`config.mk`:
```
export PLATFORM = sky130hd
export DESIGN_NAME = usart_ctl_seq
export DESIGN_NICKNAME = d
export VERILOG_FILES = /design/src/rtl/usart_ctl_pkg.sv /design/src/rtl/usart_bus_if.sv /design/src/rtl/usart_seq_fsm.sv /design/src/rtl/usart_status.sv /design/src/rtl/usart_ctl_seq.sv
export SDC_FILE = /design/constraint.sdc
export NUM_CORES = 1
export LEC_CHECK = 0
export ABC_AREA = 0
export BUFFER_PORTS_ARGS = -buffer_cell sky130_fd_sc_hd__buf_2
export CAP_MARGIN = 40
export CORE_MARGIN = 2
export CORE_UTILIZATION = 35
export DETAILED_ROUTE_END_ITERATION = 10
export HOLD_SLACK_MARGIN = 0.05
export SYNTH_ARGS = -nofsm -noshare
export SYNTH_HDL_FRONTEND = slang
export SYNTH_SLANG_ARGS = --single-unit
```
`constraint.sdc`:
```
create_clock -name clk -period 4.3 [get_ports clk]
set_input_delay 0.86 -clock clk [delete_from_list [all_inputs] [get_ports clk]]
set_output_delay 0.86 -clock clk [all_outputs]
set_load 0.05 [all_outputs]
```
`src/rtl/usart_ctl_pkg.sv`:
```
package usart_ctl_pkg;

    localparam int BUS_W   = 8;
    localparam int NUM_ERR = 3;

    // Command word bit positions
    localparam int CB_TXEN  = 0;
    localparam int CB_DTR   = 1;
    localparam int CB_RXEN  = 2;
    localparam int CB_BRK   = 3;
    localparam int CB_ECLR  = 4;
    localparam int CB_RTS   = 5;
    localparam int CB_IRST  = 6;

    // Mode word bit positions
    localparam int MB_SINGLE = 7;

    typedef enum logic [1:0] {
        ST_MODE  = 2'd0,
        ST_SYNC1 = 2'd1,
        ST_SYNC2 = 2'd2,
        ST_CMD   = 2'd3
    } seq_state_e;

    typedef struct packed {
        logic txen;
        logic dtr;
        logic rxen;
        logic brk;
        logic rts;
    } cmd_t;

endpackage

```
`src/rtl/usart_bus_if.sv`:
```
module usart_bus_if (
    input  logic clk,
    input  logic rst,
    input  logic cs_n,
    input  logic rd_n,
    input  logic wr_n,
    input  logic cd,
    output logic wr_ctl,
    output logic wr_dat,
    output logic rd_dat,
    output logic rd_act
);

    logic wr_act;
    logic wr_q;
    logic rd_q;
    logic wr_evt;
    logic rd_evt;

    assign wr_act = ~cs_n & ~wr_n;
    assign rd_act = ~cs_n & ~rd_n;

    always_ff @(posedge clk) begin
        if (rst) begin
            wr_q <= 1'b0;
            rd_q <= 1'b0;
        end else begin
            wr_q <= wr_act;
            rd_q <= rd_act;
        end
    end

    assign wr_evt = wr_act & ~wr_q;
    assign rd_evt = rd_act & ~rd_q;

    assign wr_ctl = wr_evt & cd;
    assign wr_dat = wr_evt & ~cd;
    assign rd_dat = rd_evt & ~cd;

endmodule

```
`src/rtl/usart_seq_fsm.sv`:
```
module usart_seq_fsm
    import usart_ctl_pkg::*;
#(
    parameter int W = BUS_W
) (
    input  logic         clk,
    input  logic         rst,
    input  logic         wr_ctl,
    input  logic         wr_dat,
    input  logic [W-1:0] din,
    output seq_state_e   state,
    output logic [W-1:0] mode_q,
    output logic [W-1:0] sync_a_q,
    output logic [W-1:0] sync_b_q,
    output cmd_t         cmd_q,
    output logic         err_clr,
    output logic [W-1:0] tx_data_q
);

    seq_state_e state_nx;
    logic       is_sync;
    logic       single_sync;

    assign is_sync     = (din[1:0] == 2'b00);
    assign single_sync = mode_q[MB_SINGLE];

    // State register
    always_ff @(posedge clk) begin
        if (rst) state <= ST_MODE;
        else     state <= state_nx;
    end

    // Next-state decode
    always_comb begin
        state_nx = state;
        unique case (state)
            ST_MODE:  if (wr_ctl) state_nx = is_sync ? ST_SYNC1 : ST_CMD;
            ST_SYNC1: if (wr_ctl) state_nx = single_sync ? ST_CMD : ST_SYNC2;
            ST_SYNC2: if (wr_ctl) state_nx = ST_CMD;
            ST_CMD:   if (wr_ctl && din[CB_IRST]) state_nx = ST_MODE;
            default:  state_nx = ST_MODE;
        endcase
    end

    assign err_clr = wr_ctl && (state == ST_CMD) && (din[CB_ECLR] || din[CB_IRST]);

    // Output registers
    always_ff @(posedge clk) begin
        if (rst) begin
            mode_q    <= '0;
            sync_a_q  <= '0;
            sync_b_q  <= '0;
            cmd_q     <= '0;
            tx_data_q <= '0;
        end else begin
            if (wr_dat) tx_data_q <= din;
            if (wr_ctl) begin
                unique case (state)
                    ST_MODE:  mode_q   <= din;
                    ST_SYNC1: sync_a_q <= din;
                    ST_SYNC2: sync_b_q <= din;
                    ST_CMD: begin
                        if (din[CB_IRST]) begin
                            cmd_q <= '0;
                        end else begin
                            cmd_q.txen <= din[CB_TXEN];
                            cmd_q.dtr  <= din[CB_DTR];
                            cmd_q.rxen <= din[CB_RXEN];
                            cmd_q.brk  <= din[CB_BRK];
                            cmd_q.rts  <= din[CB_RTS];
                        end
                    end
                    default: cmd_q <= '0;
                endcase
            end
        end
    end

endmodule

```
`src/rtl/usart_status.sv`:
```
module usart_status
    import usart_ctl_pkg::*;
#(
    parameter int NE = NUM_ERR
) (
    input  logic          clk,
    input  logic          rst,
    input  logic [NE-1:0] err_evt,
    input  logic          err_clr,
    output logic [NE-1:0] err_flag
);

    for (genvar g = 0; g < NE; g++) begin : g_flag
        always_ff @(posedge clk) begin
            if (rst)             err_flag[g] <= 1'b0;
            else if (err_evt[g]) err_flag[g] <= 1'b1;
            else if (err_clr)    err_flag[g] <= 1'b0;
        end
    end

endmodule

```
`src/rtl/usart_ctl_seq.sv`:
```
module usart_ctl_seq
    import usart_ctl_pkg::*;
#(
    parameter int W = BUS_W
) (
    input  logic         clk,
    input  logic         rst,
    input  logic         cs_n,
    input  logic         rd_n,
    input  logic         wr_n,
    input  logic         cd,
    input  logic [W-1:0] bus_in,
    output logic [W-1:0] bus_out,
    output logic         bus_oe,
    input  logic [W-1:0] rx_data,
    input  logic         rx_full,
    input  logic         tx_buf_rdy,
    input  logic         tx_idle,
    input  logic         syn_det,
    input  logic         dsr_n,
    input  logic         ev_parity,
    input  logic         ev_overrun,
    input  logic         ev_framing,
    input  logic         txd_raw,
    output logic         txd,
    output logic [W-1:0] tx_data,
    output logic         tx_load,
    output logic         rx_take,
    output logic [1:0]   baud_sel,
    output logic [1:0]   len_sel,
    output logic         par_en,
    output logic         par_even,
    output logic [1:0]   frame_ctl,
    output logic [W-1:0] sync_a,
    output logic [W-1:0] sync_b,
    output logic         tx_en,
    output logic         rx_en,
    output logic         rts_n,
    output logic         dtr_n
);

    logic                wr_ctl;
    logic                wr_dat;
    logic                rd_dat;
    logic                rd_act;
    logic                err_clr;
    seq_state_e          seq_state;
    cmd_t                cmd;
    logic [W-1:0]        mode_w;
    logic [NUM_ERR-1:0]  err_flags;
    logic [W-1:0]        status_w;

    usart_bus_if u_bus (
        .clk    (clk),
        .rst    (rst),
        .cs_n   (cs_n),
        .rd_n   (rd_n),
        .wr_n   (wr_n),
        .cd     (cd),
        .wr_ctl (wr_ctl),
        .wr_dat (wr_dat),
        .rd_dat (rd_dat),
        .rd_act (rd_act)
    );

    usart_seq_fsm #(.W(W)) u_fsm (
        .clk       (clk),
        .rst       (rst),
        .wr_ctl    (wr_ctl),
        .wr_dat    (wr_dat),
        .din       (bus_in),
        .state     (seq_state),
        .mode_q    (mode_w),
        .sync_a_q  (sync_a),
        .sync_b_q  (sync_b),
        .cmd_q     (cmd),
        .err_clr   (err_clr),
        .tx_data_q (tx_data)
    );

    usart_status #(.NE(NUM_ERR)) u_stat (
        .clk      (clk),
        .rst      (rst),
        .err_evt  ({ev_framing, ev_overrun, ev_parity}),
        .err_clr  (err_clr),
        .err_flag (err_flags)
    );

    assign baud_sel  = mode_w[1:0];
    assign len_sel   = mode_w[3:2];
    assign par_en    = mode_w[4];
    assign par_even  = mode_w[5];
    assign frame_ctl = mode_w[7:6];

    assign tx_en = cmd.txen;
    assign rx_en = cmd.rxen;
    assign rts_n = ~cmd.rts;
    assign dtr_n = ~cmd.dtr;
    assign txd   = txd_raw & ~cmd.brk;

    assign tx_load = wr_dat;
    assign rx_take = rd_dat;

    assign status_w = {~dsr_n, syn_det, err_flags, tx_idle, rx_full, tx_buf_rdy & cmd.txen};
    assign bus_oe   = rd_act;
    assign bus_out  = cd ? status_w : rx_data;

endmodule

```
==> Word level (Yosys, flattened, before mapping) <==
Index checks and enable logic that the tools add are counted.
{ "totals": {"reg_bits": 44, "in_bits": 31, "wordCells": 68} }
{ "classes": {"n_eq_ne": 7, "n_mux": 13, "n_bitwise": 19, "n_reduce_logical": 14} }
{ "ops": {"columns": ["cell", "n"], "rows": [
  ["$mux W2", 5],
  ["$not A1 Y1", 10],
  ["$and A1 B1 Y1", 9],
  ["$mux W8", 1],
  ["$ne A2 B1 Y1 const B", 4],
  ["$pmux W2 S4", 1],
  ["$reduce_and A2 Y1", 4],
  ["$reduce_bool A2 Y1", 3],
  ["$mux W1", 5],
  ["$mux W5", 1],
  ["$eq A2 B2 Y1 const B", 2],
  ["$logic_not A2 Y1", 2],
  ["$reduce_and A4 Y1", 1],
  ["$logic_and A1 B1 Y1", 3],
  ["$eq A2 B1 Y1 const B", 1],
  ["$logic_or A1 B1 Y1", 1]
]} }

==> Logic depth before layout (Yosys ltp) <==
{ "depth": {"depth_word": 8, "mapped_depth": 6} }

==> Modules after synthesis <==
Synthesis repeated with hierarchy kept, for this count alone.
{ "hier_totals": {"hier_cells": 214, "hier_area_um2": 1893.1} }
{ "by_module_without_submodules": {"columns": ["mod", "instances", "cells_per_inst", "area_each_um2", "seq_area_each_um2"], "rows": [
  ["usart_seq_fsm", 1, 179, 1564.0, 780.7],
  ["usart_ctl_seq", 1, 15, 142.6, 0.0],
  ["usart_status", 1, 12, 105.1, 60.1],
  ["usart_bus_if", 1, 8, 81.3, 40.0]
]} }

==> Worst setup path after synthesis <==
Ideal clock, no wire load.
{ "synth_timing": {"path_type": "in2out", "startpoint": "input cd", "endpoint": "output rx_take", "arrival_time_ns": 2.641, "path_slack_ns": 0.799, "stages": 2, "path_buffers": 1, "cell_sequence": "clkbuf_1 > nor4_1"} }
{ "synth_between": {"elab_chain_len": 2} }
{ "synth_lines": {"columns": ["element", "line_no", "text"], "rows": [
  ["start, declared", "usart_ctl_seq.sv:11", "input logic cd,"],
  ["$not A1 Y1", "usart_bus_if.sv:38", "assign rd_dat = rd_evt & ~cd;"],
  ["$and A1 B1 Y1", "usart_bus_if.sv:38", null],
  ["end, declared", "usart_ctl_seq.sv:28", "output logic rx_take,"]
]} }
No other way between the ends.

==> Worst setup path in the final report <==
{ "layout_timing": {"startpoint": "input cd", "endpoint": "output tx_load"} }
{ "layout_between": {"elab_chain_len": 2} }
{ "layout_lines": {"columns": ["element", "line_no", "text"], "rows": [
  ["$not A1 Y1", "usart_bus_if.sv:37", "assign wr_dat = wr_evt & ~cd;"],
  ["$and A1 B1 Y1", "usart_bus_if.sv:37", null],
  ["end, declared", "usart_ctl_seq.sv:27", "output logic tx_load,"]
]} }
No other way between the ends.

==> metrics.md <==
| Metric | Value |
|---|---|
| WL final | 4.92 mm |
| Pwr dens | 414 nW/um2 |
| CP Max Fanout | 13 |
| Critical path type | in -> out |
| Max IR drop VDD | 159 uV |
| Count of state elements after synthesis | 44 |
| Hold Fails Final Rpt | 0 |
| Slew headroom | between 40% and 50% |
| GR Util All Layers | 16.7% |
| RSZ-0062 raised after global routing | false |
| Fmax achieved | 363 MHz |
| Full die area | 6050 um2 |
| Final setup viols | 0 |
| Hold Path Depth | 2 |
| Max clock buf depth | 2 |
| TritonCTS clock tree | yes |
| Syn avg cell area | around 8.6 um2 |
| R2r endpoint | u_fsm.state[0] |
| Clock transition at the registers of the reported paths | 80 ps |
| # port buffers | 78 |
| Mapped Area | 1910 um2 |
| LEAKAGE | 1.07 nW |
| CP Cell Sequence | buf_2 -> nor4_2 -> buf_4 -> buf_2 |
| Crit-path slowest cell | nor4_2 |
| Final Cycle Share | between 60% and 70% |
| 1st-iter DRT viols | 135 |
| Reg2reg start | u_fsm.state[0] |
| Status | completed |
| DR WL/cell | approximately 14 um |
| WP depth | 4 |
| WP buf/inv | 3 |
| Die W | between 70 and 80 um |
| Core Footprint | 5170 um2 |
| Cells after Synth | 221 |
| Total Neg Setup Slack | 0 ps |
| Hold endpoint | u_stat.err_flag[2] |
| Async S/R FF share, synth | 0% |
| Synth Warn # | 0 |
| Post-CTS Setup Bufs | 0 |
| Worst-Skew Late Latency | ~300 ps |
| Post-synth EDFFs | 0 |
| I/O pins | 79 |
| Critical path endpoint category | output pin |
| Reg2reg path depth | 5 |
| Worst Min Path Start | u_stat.err_flag[2] |
| Initial antenna violation count | 0 |
| CP top delay family | buffers and inverters |
| Number of global-route vias before repair | 1,608 |
| Hold Path Class | reg -> reg |
| Seq/Total Area, Yosys | between 40% and 50% |
| Vias per cell | 4.88 |
| Min cycle time layout | 2750 ps |
| DPL Wire Length | about 3.4 mm |
| Height of the die | 77.8 um |
| Hold buffers post-CTS | 0 |
| # DRC | 0 |
| First drt pass iteration count | 4 |
| Fin Clk Skew | 5.53 ps |
| Starting Density | 36.8% |
| Global-route wire length before repair | 7.93 mm |
| Layout cells sized above 1 | 33.9% |
| H-tree Lvls | 2 |
| Top FF cell, synth | dfxtp_1 |
| Signal arrival time at the worst endpoint | roughly 1900 ps |
| Syn nets | 257 |
| Num CTS Buffers | 5 |
| Crit-path most repeated cell | buf_2 |
| Core Rows | 26 |
| GRT overflow | 0 |
| Crit path required time | 3440 ps |
| Largest net degree at the start of global routing | between 40 and 50 |
| Filler cells | 518 |
| # clock sinks | 44 |
| # diodes | 0 |
| Post-layout util | 47.5% |
| Max-cap violations | 0 |
| Slew Limit Fails | 0 |
| Synth unique cells | 26 |
| CTS root buf | clkbuf_8 |
| CP startpoint kind | input pin |
| Total power | 1.02 mW |
| FF-to-FF setup slack | 2420 ps |
| Post-DRT Antenna Nets | 0 |
| Via Count | 1,768 |
| Layout area overhead | 28.9% |
| Placer Congestion | 0.745 |
| Final nets | 327 |
| Post-CTS sizing | 0 |
| Slew @ Worst Pin | around 800 ps |
| CP max stage delay | between 300 and 400 ps |
[sequential cells by signal (all words and copies together) (netlist names)]
name / cells
u_fsm.mode_q: 8
u_fsm.cmd_q: 5
u_stat.err_flag: 3
u_bus.rd_q: 1
u_fsm.sync_a_q: 8
u_bus.wr_q: 1
u_fsm.sync_b_q: 8
u_fsm.tx_data_q: 8
u_fsm.state: 2
[stage by stage]
stage	cells	setup slack, ps	instance area (um2)	hold slack, ps
after floorplan	221	799	1910	445
final	362	1550	2460	472
after CTS	362	1540	2460	475
after global placement	353	1530	2330	455
after global routing	362	1500	2460	496
after detailed placement	354	1550	2340	464
[synth_stat cells, types with 2 or more instances]
| cell type | instances | area share, % |
|---|---|---|
| dfxtp_1 | 44 | 46 |
| a21oi_1 | 32 | 8.4 |
| o21ai_0 | 30 | 7.9 |
| nand3_1 | 25 | 6.6 |
| inv_1 | 15 | 3.0 |
| nor2_1 | 12 | 2.4 |
| clkbuf_1 | 11 | 2.2 |
| mux2i_1 | 11 | 5.8 |
| mux2_2 | 6 | 3.5 |
| buf_2 | 5 | 1.3 |
| ha_1 | 5 | 3.3 |
| nand4_1 | 5 | 1.6 |
| o31ai_1 | 3 | 1.2 |
| nand2_1 | 2 | 0.39 |
| nor2b_1 | 2 | 0.66 |
| nor3_1 | 2 | 0.53 |
| nor4_1 | 2 | 0.66 |
[kinds of logic after synthesis]
kind of cell / Yosys count / share of synthesized area, %
AO/OA/AOI/OAI: 68 / 19.2
adder cells (fa/ha/maj): 5 / 3.28
buffers and inverters: 33 / 7.42
flip-flops: 44 / 46.2
multiplexers: 17 / 9.32
AND/OR/NAND/NOR: 54 / 14.5
[worst max path at each step]
| stage | end | slack (ps) | startpoint |
|---|---|---|---|
| 3_3_place_gp | tx_load | 1530 | cd |
| 3_5_place_dp | tx_load | 1550 | cd |
| 4_1_cts | tx_load | 1540 | cd |
| 5_1_grt | tx_load | 1500 | cd |
| 2_1_floorplan | rx_take | 800 | cd |
| 6_report | tx_load | 1550 | cd |
[worst min-delay path: stages, from the launching register on]
cell	delay (ps)
dfxtp_1	320
o31ai_2	50
a21oi_1	60
[layout make-up]
cell class,count,area [um2],area share (%)
Clock inverter,3,46.3,1.88
Tap cell,70,87.6,3.57
Timing Repair Buffer,81,420,17.1
Sequential cell,44,881,35.9
Multi-Input combinational cell,144,896,36.5
Clock buffer,5,68.8,2.80
Inverter,15,56.3,2.29
[power by group]
part,leakage [nW],internal (mW),switching (mW)
logic,0.658,0.0732,0.179
clock network,0.0548,0.175,0.149
registers,0.357,0.427,0.0143
[placed cells by master, fill, tap and decap left out, types with 3 or more instances in the layout]
master,count
nand4_1,5
mux2i_1,11
nand3_1,25
a21oi_1,32
nor2_1,12
buf_2,78
o31ai_1,3
clkbuf_8,5
ha_1,5
mux2_2,6
o21ai_0,30
dfxtp_1,44
inv_1,15
[routing by layer]
metal,wire [um],GRT usage [%]
met5,0,0
met4,79,6.61
met3,384,4.65
met2,2130,25.4
met1,2320,22.4
Note: power is estimated with default switching activity, not from simulation.
